### src/rtl/xlat_pkg.sv
package xlat_pkg;

    typedef enum logic [1:0] {
        ACC_RD = 2'd0,
        ACC_WR = 2'd1,
        ACC_EX = 2'd2,
        ACC_XX = 2'd3
    } acc_e;

    typedef enum logic [1:0] {
        PERM_RO   = 2'd0,
        PERM_XO   = 2'd1,
        PERM_RW   = 2'd2,
        PERM_NONE = 2'd3
    } perm_e;

    typedef enum logic [1:0] {
        FLT_NONE    = 2'd0,
        FLT_BOUNDS  = 2'd1,
        FLT_INVALID = 2'd2,
        FLT_PROT    = 2'd3
    } fault_e;

    typedef enum logic {
        ST_IDLE = 1'b0,
        ST_WALK = 1'b1
    } state_e;

    // entry layout: valid at bit 0, permission at 2:1, frame from bit 3 upward
    localparam int PTE_VALID_BIT = 0;
    localparam int PTE_PERM_LSB  = 1;
    localparam int PTE_FRAME_LSB = 3;

    function automatic logic perm_allows(acc_e a, perm_e p);
        case (a)
            ACC_RD:  return (p == PERM_RO) || (p == PERM_RW);
            ACC_WR:  return (p == PERM_RW);
            ACC_EX:  return (p == PERM_XO);
            default: return 1'b0;
        endcase
    endfunction

endpackage

### src/rtl/xlat_check.sv
module xlat_check
    import xlat_pkg::*;
(
    input  acc_e   acc,
    input  perm_e  perm,
    input  logic   ent_valid,
    output fault_e flt
);
    always_comb begin
        if (!ent_valid)
            flt = FLT_INVALID;
        else if (!perm_allows(acc, perm))
            flt = FLT_PROT;
        else
            flt = FLT_NONE;
    end
endmodule

### src/rtl/xlat_tlb.sv
module xlat_tlb
    import xlat_pkg::*;
#(
    parameter int N       = 64,
    parameter int VPN_W   = 8,
    parameter int FRAME_W = 8
) (
    input  logic               clk,
    input  logic               rst,
    input  logic               flush,
    input  logic [VPN_W-1:0]   lk_vpn,
    output logic               hit,
    output logic [FRAME_W-1:0] hit_frame,
    output perm_e              hit_perm,
    input  logic               fill_en,
    input  logic [VPN_W-1:0]   fill_vpn,
    input  logic [FRAME_W-1:0] fill_frame,
    input  perm_e              fill_perm
);
    localparam int IDX_W = (N > 1) ? $clog2(N) : 1;

    logic [N-1:0]       ent_v;
    logic [VPN_W-1:0]   ent_vpn   [N];
    logic [FRAME_W-1:0] ent_frame [N];
    logic [1:0]         ent_perm  [N];
    logic [IDX_W-1:0]   victim;
    logic [N-1:0]       match;

    always_ff @(posedge clk) begin
        if (rst || flush) begin
            ent_v <= '0;
        end else if (fill_en) begin
            for (int i = 0; i < N; i++) begin
                if (victim == IDX_W'(i)) begin
                    ent_v[i]     <= 1'b1;
                    ent_vpn[i]   <= fill_vpn;
                    ent_frame[i] <= fill_frame;
                    ent_perm[i]  <= fill_perm;
                end
            end
        end
    end

    always_ff @(posedge clk) begin
        if (rst)
            victim <= '0;
        else if (fill_en && !flush)
            victim <= (victim == IDX_W'(N - 1)) ? '0 : victim + 1'b1;
    end

    genvar g;
    generate
        for (g = 0; g < N; g++) begin : g_cmp
            assign match[g] = ent_v[g] && (ent_vpn[g] == lk_vpn);
        end
    endgenerate

    // at most one slot matches: fills happen only on a miss
    always_comb begin
        logic [1:0] p;
        hit_frame = '0;
        p         = '0;
        for (int i = 0; i < N; i++) begin
            if (match[i]) begin
                hit_frame = hit_frame | ent_frame[i];
                p         = p | ent_perm[i];
            end
        end
        hit      = |match;
        hit_perm = perm_e'(p);
    end
endmodule

### src/rtl/xlat_mmu.sv
module xlat_mmu
    import xlat_pkg::*;
#(
    parameter int VA_W  = 16,
    parameter int OFF_W = 8,
    parameter int PA_W  = 16,
    parameter int MA_W  = 16,
    parameter int PTE_W = 16,
    parameter int TLB_N = 64,
    localparam int VPN_W   = VA_W - OFF_W,
    localparam int FRAME_W = PA_W - OFF_W
) (
    input  logic             clk,
    input  logic             rst,
    input  logic             req_valid,
    output logic             req_ready,
    input  logic [VA_W-1:0]  req_vaddr,
    input  logic [1:0]       req_acc,
    input  logic             tbl_base_we,
    input  logic [MA_W-1:0]  tbl_base,
    input  logic             tbl_len_we,
    input  logic [VPN_W:0]   tbl_len,
    output logic             mem_rd_en,
    output logic [MA_W-1:0]  mem_rd_addr,
    input  logic             mem_rd_valid,
    input  logic [PTE_W-1:0] mem_rd_data,
    output logic             done,
    output logic [PA_W-1:0]  paddr,
    output logic [1:0]       fault
);
    state_e             state;
    logic [MA_W-1:0]    base_q;
    logic [VPN_W:0]     tbl_len_q;
    logic [VPN_W-1:0]   cur_vpn;
    logic [OFF_W-1:0]   cur_off;
    acc_e               cur_acc;
    logic               done_q;
    logic [PA_W-1:0]    paddr_q;
    fault_e             fault_q;
    logic               rd_en_q;
    logic [MA_W-1:0]    rd_addr_q;

    logic [VPN_W-1:0]   in_vpn;
    logic [OFF_W-1:0]   in_off;
    logic               accept;
    logic               out_of_range;

    logic               t_hit;
    logic [FRAME_W-1:0] t_frame;
    perm_e              t_perm;

    logic               pte_valid;
    perm_e              pte_perm;
    logic [FRAME_W-1:0] pte_frame;

    acc_e               chk_acc;
    perm_e              chk_perm;
    logic               chk_valid;
    fault_e             chk_flt;
    logic               fill_en;

    assign in_vpn       = req_vaddr[VA_W-1:OFF_W];
    assign in_off       = req_vaddr[OFF_W-1:0];
    assign req_ready    = (state == ST_IDLE);
    assign accept       = req_valid && req_ready;
    assign out_of_range = ({1'b0, in_vpn} >= tbl_len_q);

    assign pte_valid = mem_rd_data[PTE_VALID_BIT];
    assign pte_perm  = perm_e'(mem_rd_data[PTE_PERM_LSB +: 2]);
    assign pte_frame = mem_rd_data[PTE_FRAME_LSB +: FRAME_W];

    // one checker shared by the hit path (idle) and the walk return
    assign chk_acc   = (state == ST_WALK) ? cur_acc  : acc_e'(req_acc);
    assign chk_perm  = (state == ST_WALK) ? pte_perm : t_perm;
    assign chk_valid = (state == ST_WALK) ? pte_valid : 1'b1;
    assign fill_en   = (state == ST_WALK) && mem_rd_valid && pte_valid;

    xlat_tlb #(
        .N       (TLB_N),
        .VPN_W   (VPN_W),
        .FRAME_W (FRAME_W)
    ) u_tlb (
        .clk        (clk),
        .rst        (rst),
        .flush      (tbl_base_we),
        .lk_vpn     (in_vpn),
        .hit        (t_hit),
        .hit_frame  (t_frame),
        .hit_perm   (t_perm),
        .fill_en    (fill_en),
        .fill_vpn   (cur_vpn),
        .fill_frame (pte_frame),
        .fill_perm  (pte_perm)
    );

    xlat_check u_check (
        .acc       (chk_acc),
        .perm      (chk_perm),
        .ent_valid (chk_valid),
        .flt       (chk_flt)
    );

    always_ff @(posedge clk) begin
        if (rst) begin
            state     <= ST_IDLE;
            base_q    <= '0;
            tbl_len_q <= '0;
            cur_vpn   <= '0;
            cur_off   <= '0;
            cur_acc   <= ACC_RD;
            done_q    <= 1'b0;
            paddr_q   <= '0;
            fault_q   <= FLT_NONE;
            rd_en_q   <= 1'b0;
            rd_addr_q <= '0;
        end else begin
            done_q  <= 1'b0;
            rd_en_q <= 1'b0;
            if (tbl_base_we) base_q    <= tbl_base;
            if (tbl_len_we)  tbl_len_q <= tbl_len;
            case (state)
                ST_IDLE: begin
                    if (accept) begin
                        cur_vpn <= in_vpn;
                        cur_off <= in_off;
                        cur_acc <= acc_e'(req_acc);
                        if (out_of_range) begin
                            done_q  <= 1'b1;
                            fault_q <= FLT_BOUNDS;
                            paddr_q <= '0;
                        end else if (t_hit) begin
                            done_q  <= 1'b1;
                            fault_q <= chk_flt;
                            paddr_q <= (chk_flt == FLT_NONE) ? {t_frame, in_off} : '0;
                        end else begin
                            rd_en_q   <= 1'b1;
                            rd_addr_q <= base_q + MA_W'(in_vpn);
                            state     <= ST_WALK;
                        end
                    end
                end
                ST_WALK: begin
                    if (mem_rd_valid) begin
                        done_q  <= 1'b1;
                        fault_q <= chk_flt;
                        paddr_q <= (chk_flt == FLT_NONE) ? {pte_frame, cur_off} : '0;
                        state   <= ST_IDLE;
                    end
                end
                default: state <= ST_IDLE;
            endcase
        end
    end

    assign mem_rd_en   = rd_en_q;
    assign mem_rd_addr = rd_addr_q;
    assign done        = done_q;
    assign paddr       = paddr_q;
    assign fault       = fault_q;
endmodule

### config.mk
export PLATFORM = sky130hd
export DESIGN_NAME = xlat_mmu
export DESIGN_NICKNAME = d
export VERILOG_FILES = /design/src/rtl/xlat_pkg.sv /design/src/rtl/xlat_check.sv /design/src/rtl/xlat_tlb.sv /design/src/rtl/xlat_mmu.sv
export SDC_FILE = /design/constraint.sdc
export NUM_CORES = 1
export LEC_CHECK = 0
export ABC_AREA = 1
export BUFFER_PORTS_ARGS = -buffer_cell sky130_fd_sc_hd__buf_2
export CAP_MARGIN = 20
export CORE_MARGIN = 8
export CORE_UTILIZATION = 35
export CTS_CLUSTER_DIAMETER = 150
export DETAILED_ROUTE_END_ITERATION = 16
export SLEW_MARGIN = 20
export SYNTH_ARGS = -nofsm -noshare
export SYNTH_HDL_FRONTEND = slang
export SYNTH_SLANG_ARGS = --single-unit
### constraint.sdc
create_clock -name clk -period 8.42 [get_ports clk]
set_clock_uncertainty 0.15 [all_clocks]
set_input_delay 0.842 -clock clk [delete_from_list [all_inputs] [get_ports clk]]
set_output_delay 0.842 -clock clk [all_outputs]
set_load 0.02 [all_outputs]
Word level (Yosys, flattened, before mapping)
Memory sizes are Yosys's and may differ from the RTL's.
Cells that the tools add are included.
{"block": "classes", "addsub": 2, "order_cmp": 1, "n_eq_ne": 134, "n_mux": 981, "bitwise": 129, "n_reduce_logical": 333}
{"operator": "2-to-1 mux 8 bit", "count": 190}
{"operator": "2-to-1 mux 6 bit", "count": 190}
{"operator": "OR reduction 8 bit", "count": 126}
{"operator": "== test 8 bit", "count": 64}
{"operator": "bitwise OR 8 bit", "count": 63}
{"operator": "2-to-1 mux 1 bit", "count": 455}
{"operator": "2-to-1 mux 2 bit", "count": 135}
{"operator": "== test 6 bit (second input constant)", "count": 32}
{"operator": "AND reduction 2 bit", "count": 65}
{"operator": "OR reduction 2 bit", "count": 64}
{"operator": "bitwise OR 2 bit", "count": 63}
{"operator": "== test 6 x 5 -> 1 bit (second input constant)", "count": 16}
{"operator": "2-to-1 mux 16 bit", "count": 6}
{"operator": "logical AND 1 bit", "count": 68}
{"operator": "OR reduction 64 bit", "count": 1}
{"operator": "== test 6 x 4 -> 1 bit (second input constant)", "count": 8}
{"operator": "one-hot mux 16 bit (2 select lines)", "count": 1}
{"operator": "== test 6 x 3 -> 1 bit (second input constant)", "count": 4}
{"operator": "adder 16 x 8 -> 16 bit", "count": 1}
{"operator": "== test 6 x 2 -> 1 bit (second input constant)", "count": 2}
{"operator": "greater-or-equal comparator 8 x 9 -> 1 bit", "count": 1}
{"operator": "adder 6 x 1 -> 6 bit (second input constant)", "count": 1}
{"operator": "== test 6 x 1 -> 1 bit (second input constant)", "count": 1}
{"operator": "zero test 2 bit", "count": 3}
{"operator": "14 further kinds", "count": 20}
{"block": "word_totals", "ff_bits": 150, "mem_bits_rw": 1152, "word_cells": 1659, "n_memories": 3}
{"memory": "u_tlb.ent_frame", "depth": 64, "width": 8, "read_ports": 64, "rd_clocked_by_memory_dff": 0, "wr": 1, "line": "xlat_tlb.sv:24", "rtl": "logic [FRAME_W-1:0] ent_frame [N];"}
{"memory": "u_tlb.ent_vpn", "depth": 64, "width": 8, "read_ports": 64, "rd_clocked_by_memory_dff": 0, "wr": 1, "line": "xlat_tlb.sv:23", "rtl": "logic [VPN_W-1:0] ent_vpn [N];"}
{"memory": "u_tlb.ent_perm", "depth": 64, "width": 2, "read_ports": 64, "rd_clocked_by_memory_dff": 0, "wr": 1, "line": "xlat_tlb.sv:25", "rtl": "logic [1:0] ent_perm [N];"}

Longest topological paths before layout
{"block": "depth", "word_depth": 142, "depth_mapped": 24}

Modules after synthesis
Synthesis repeated with hierarchy kept, for this count alone.
{"block": "unflattened", "hier_cells": 6345, "area_unflattened_um2": 60385.4}
{"mod": "xlat_tlb", "instances": 1, "cells_each": 5741, "area_per_inst_um2": 56152.6, "seq_area_each_um2": 35994.5}
{"mod": "xlat_mmu", "instances": 1, "cells_each": 594, "area_per_inst_um2": 4191.5, "seq_area_each_um2": 1601.5}
{"mod": "xlat_check", "instances": 1, "cells_each": 10, "area_per_inst_um2": 41.3, "seq_area_each_um2": 0.0}

Least setup slack after synthesis
Ideal clock, no wire load.
{"block": "synth_timing", "kind": "input-to-reg", "from": "input req_vaddr[8]", "to": "register paddr_q[6], in the netlist paddr[6]", "setup_time_ns": 0.070, "t_arrival_ns": 3.244, "t_required_ns": 8.200, "path_slack_ns": 4.956, "stages": 19, "n_path_buf": 5, "path_cell_list": "buf_4 -> inv_2 -> buf_2 -> buf_2 -> ha_1 -> nand3_1 -> o211ai_1 -> nand3_1 -> nand2_1 -> nand3_1 -> a21boi_0 -> o21bai_1 -> and2_1 -> clkbuf_1 -> clkbuf_1 -> nand2_1 -> nand2_1 -> nand4_1 -> a21oi_1"}
{"block": "synth_via", "elab_chain_len": 142, "word_cells_on_any_way": 276, "cone_classes": "order compare: 1; eq/ne: 67; mux: 76; bitwise: 63; reduce/logical: 69"}
{"item": "start: declaration", "line": "xlat_mmu.sv:17", "rtl": "input logic [VA_W-1:0] req_vaddr,"}
{"item": "== test 8 bit", "line": "xlat_tlb.sv:54", "rtl": "assign match[g] = ent_v[g] && (ent_vpn[g] == lk_vpn);"}
{"item": "logical AND 1 bit", "line": "xlat_tlb.sv:54"}
{"item": "2-to-1 mux 2 bit", "line": "xlat_tlb.sv:64", "rtl": "if (match[i]) begin"}
{"item": "bitwise OR 2 bit", "line": "xlat_tlb.sv:66", "rtl": "p = p | ent_perm[i];"}
{"item": "2-to-1 mux 2 bit", "line": "xlat_tlb.sv:64"}
{"item": "bitwise OR 2 bit", "line": "xlat_tlb.sv:66"}
{"item": "2-to-1 mux 2 bit", "line": "xlat_tlb.sv:64"}
{"item": "bitwise OR 2 bit", "line": "xlat_tlb.sv:66"}
{"item": "[... 126 more ...]"}
{"item": "2-to-1 mux 2 bit", "line": "xlat_check.sv:12", "rtl": "else if (!perm_allows(acc, perm))"}
{"item": "2-to-1 mux 2 bit", "line": "xlat_check.sv:10", "rtl": "if (!ent_valid)"}
{"item": "zero test 2 bit", "line": "xlat_mmu.sv:134, xlat_mmu.sv:146"}
{"item": "2-to-1 mux 16 bit", "line": "xlat_mmu.sv:134", "rtl": "paddr_q <= (chk_flt == FLT_NONE) ? {t_frame, in_off} : '0;"}
{"item": "2-to-1 mux 16 bit", "line": "xlat_mmu.sv:131", "rtl": "end else if (t_hit) begin"}
{"item": "2-to-1 mux 16 bit", "line": "xlat_mmu.sv:127", "rtl": "if (out_of_range) begin"}
{"item": "2-to-1 mux 16 bit", "line": "xlat_mmu.sv:123", "rtl": "if (accept) begin"}
{"item": "one-hot mux 16 bit (2 select lines)", "line": "xlat_mmu.sv:121", "rtl": "case (state)"}
{"item": "end signal: assignment", "line": "xlat_mmu.sv:134"}
{"item": "end signal: assignment", "line": "xlat_mmu.sv:146", "rtl": "paddr_q <= (chk_flt == FLT_NONE) ? {pte_frame, cur_off} : '0;"}
{"item": "end: declaration", "line": "xlat_mmu.sv:38", "rtl": "logic [PA_W-1:0] paddr_q;"}
Parallel ways exist; a longest one is shown, timed or not. The select of a mux whose other input is x is not followed.
A chain may end at the register's enable or synchronous reset.

Worst setup path in the final report
{"block": "layout_timing", "from": "input req_vaddr[11]", "to": "register paddr_q[4], in the netlist paddr[4]"}
Same word-level chain as after synthesis.

==> flow_summary.yaml <==
floorplan:
  die_area_um2: 170000
  die_h_um: 412
  coreArea_um2: 156000
  num_rows: 145
  io_pins: 102
  initial_utilization: 0.352
  die_w_um: 412
routing:
  drt_iter0_markers: 5652
  postRouteAntennaNets: 0
  drt_pass1_iterations: 6
  drc: 0
  wl_per_cell_um: 24.4
  vias: 39591
  viasPerCell: 5.21
  wirelength_um: 186000
synthesis:
  synthCells: 5223
  avgSynthCellArea_um2: 10.5
  synth.distinct_cells: 43
  syn-cell-area_um2: 55000
  synth-seq-cells: 1302
  ys.warnings.count: 0
  synth_nets: 5309
  ys_seq_area_frac: 0.684
sta:
  maxSlewViolCount: 0
  tns_ps: 0
  setup_viol: 0
  rsz0062_at_grt: "no"
  fmax_mhz: 181
  finalCritPeriodShare: 0.656
  hold_slack_ps: 172
  period_needed_ps: 5520
  finalHoldViolations: 0
  relSlewSlack: 0.227
  worst-slew-pin-transition_ps: 1160
clock_tree:
  clkTransAtPathRegs_ps: 60
  hold_buffers: 0
  post-cts-setup-buffer-count: 0
  cts_root_buffer: "clkbuf_16"
  cts.path.max_buffers: 3
  clock-sinks: 1302
  cts_max_level: 4
  clk_latency_ps: 760
  numCtsBuffers: 137
  cts_tree: "done"
  postCtsResizedCells: 0
worst_setup_path:
  r2r_cells: 8
  start_kind: "primary input"
  cpPeakStageDelay_ps: 810
  crit_required_ps: 8910
  r2r_start: "state"
  cp_slowest_cell: "clkinv_2"
  crit_arrival_ps: 6010
  cp_max_fo: 50
  path_cells: "buf_2 -> buf_4 -> clkinv_2 -> buf_12 -> nand2_1 -> nand2_1 -> nor3_1 -> nand2_1 -> nor2_1 -> a21oi_1 -> nand3_1 -> nor2_1 -> nand3_1 -> nor2_1 -> nand3_1 -> nand3_1 -> inv_2 -> a21oi_1"
  cp-end-kind: "flop"
  cp_common_cell: "nand3_1"
  cp.buffers_inverters: 5
  worst_r2r_endpoint: "u_tlb.ent_vpn[0][51]"
  cp_top_family: "buffers and inverters"
  cp.depth: 18
  ff2ff_setup_slack_ps: 4350
  path_class: "primary input to flop"
finish:
  nets: 5513
  fin_cells: 7598
  flow.area_growth_from_synthesis_pct: 14.3
  drive_above_1_share: 0.104
run:
  cap_violations: 0
hold_path:
  min_delay_path_depth: 3
  hold_class: "primary input to flop"
  holdPathEnd: "cur_off[1]"
  hold_start: "req_vaddr[1]"
placement:
  place_congestion: 0.955
  dp_hpwl_um: 120000
  io_buffers: 96
  dp_cells: 7345
global_routing:
  antenna_found_initial: 4
  grt_pass1_wl_um: 260000
  grt_start_max_net_pins: 71
  grt_pass1_vias: 36125
  grtUsageTotal: 0.212
  grt_overflow_total: 0
power_and_ir_drop:
  irDropWorstVdd_uv: 145
  power_density_nw_per_um2: 219
  total_power_mw: 13.8
  p_leak_nw: 24.6
outcome:
  status: "finished clean"
[worst reg2reg max path, stage by stage, from the launching register on]
cell and delay (ps):
dfxtp_2 730, nand2_1 100, nor2_1 220, inv_1 150, nor3_1 170, clkinv_1 710, buf_4 560, nor2_1 630
buf_4 340
[per-stage QoR]
stage | area (µm²) | setup slack (ps) | util
2_1_floorplan | 55000 | 4960 | -
3_3_place_gp | 58400 | 2250 | 0.374
3_5_place_dp | 58400 | 2230 | 0.374
4_1_cts | 62800 | 3040 | 0.402
5_1_grt | 62800 | 2630 | 0.403
6_report | 62800 | 2900 | 0.403
[layer usage]
layer / share of wire / track usage
met4: 0.039 / 0.0796
met1: 0.41 / 0.296
met3: 0.11 / 0.0346
met5: 0.000070 / 0
met2: 0.44 / 0.332
[where the power goes]
group	leakage, nW	switching [mW]	total, mW	internal, mW
registers	11.6	0.0716	7.15	7.08
clock network	2.14	2.58	5.96	3.38
logic	10.9	0.498	0.650	0.152
total	24.6	3.15	13.8	10.6
[synthesized netlist by cell type, drive strengths merged]
cell	instances	area, µm²
a21o	2	15.0
nor4	4	25.0
o2bb2ai	1	8.76
nand3b	7	52.6
o21ai	220	1100
edfxtp	1152	34600
nor3b	7	87.6
inv	380	1430
o21bai	6	45.0
xor2	112	981
clkbuf	48	180
nor3	51	255
or2	54	338
xnor2	32	280
o211ai	25	188
ha	20	250
o22ai	37	231
nand4	41	257
dfxtp	150	3000
a31oi	1	6.26
a21boi	1	7.51
o31ai	1	7.51
nand2	1727	6480
nor2	583	2190
a211oi	1	7.51
fa	1	20.0
clkinv	7	26.3
and3	1	6.26
nand3	296	1490
a21oi	113	566
and2	10	63.8
buf	132	777
[sequential cells by signal, summed over array words and instances (netlist names), 9 cells and up]
| name | flops |
|---|---|
| base_q | 16 |
| u_tlb.ent_vpn | 512 |
| tbl_len_q | 9 |
| u_tlb.ent_frame | 512 |
| u_tlb.ent_v | 64 |
| mem_rd_addr | 16 |
| paddr | 16 |
| u_tlb.ent_perm | 128 |
[cell type report]
class | count | area, µm²
multi-input cells | 3354 | 15100
repair buffers | 245 | 1640
flip-flops and latches | 1302 | 37600
diodes | 2 | 5.00
fillers | 14669 | 93200
well taps | 2058 | 2570
clock buffers | 201 | 3840
clock inverters | 49 | 532
inverters | 387 | 1460
[worst max path at each step]
stage                  startpoint         to  slack, ps
global route        req_vaddr[11]  paddr[14]       2630
floorplan            req_vaddr[8]   paddr[6]       4960
CTS                 req_vaddr[11]   paddr[4]       3040
finish              req_vaddr[11]   paddr[4]       2900
detailed placement  req_vaddr[11]   paddr[4]       2230
global placement    req_vaddr[11]  paddr[11]       2250
[cells in the final DEF (no fill, tap or decap), drive strengths merged, types with 6 or more instances in the layout]
cell type / Yosys / final
nor3b: 7 / 7
clkbuf: 48 / 201
o21bai: 6 / 6
a21oi: 113 / 113
nand4: 41 / 41
o22ai: 37 / 37
bufinv: 0 / 6
ha: 20 / 20
buf: 132 / 245
dfxtp: 150 / 150
o21ai: 220 / 220
inv: 380 / 383
nor3: 51 / 51
nand3: 296 / 296
nand2: 1727 / 1727
nor2: 583 / 583
or2: 54 / 54
xor2: 112 / 112
edfxtp: 1152 / 1152
nand3b: 7 / 7
clkinv: 7 / 45
o211ai: 25 / 25
and2: 10 / 10
xnor2: 32 / 32
[cells by family after synthesis]
family | after synthesis | share of synthesized area
compound gates | 408 | 0.0397
xor+xnor | 144 | 0.0229
fa+ha+maj | 21 | 0.00492
buf+inv | 567 | 0.0439
flops | 1302 | 0.684
simple gates | 2781 | 0.205
(Power assumes the default switching activity.)
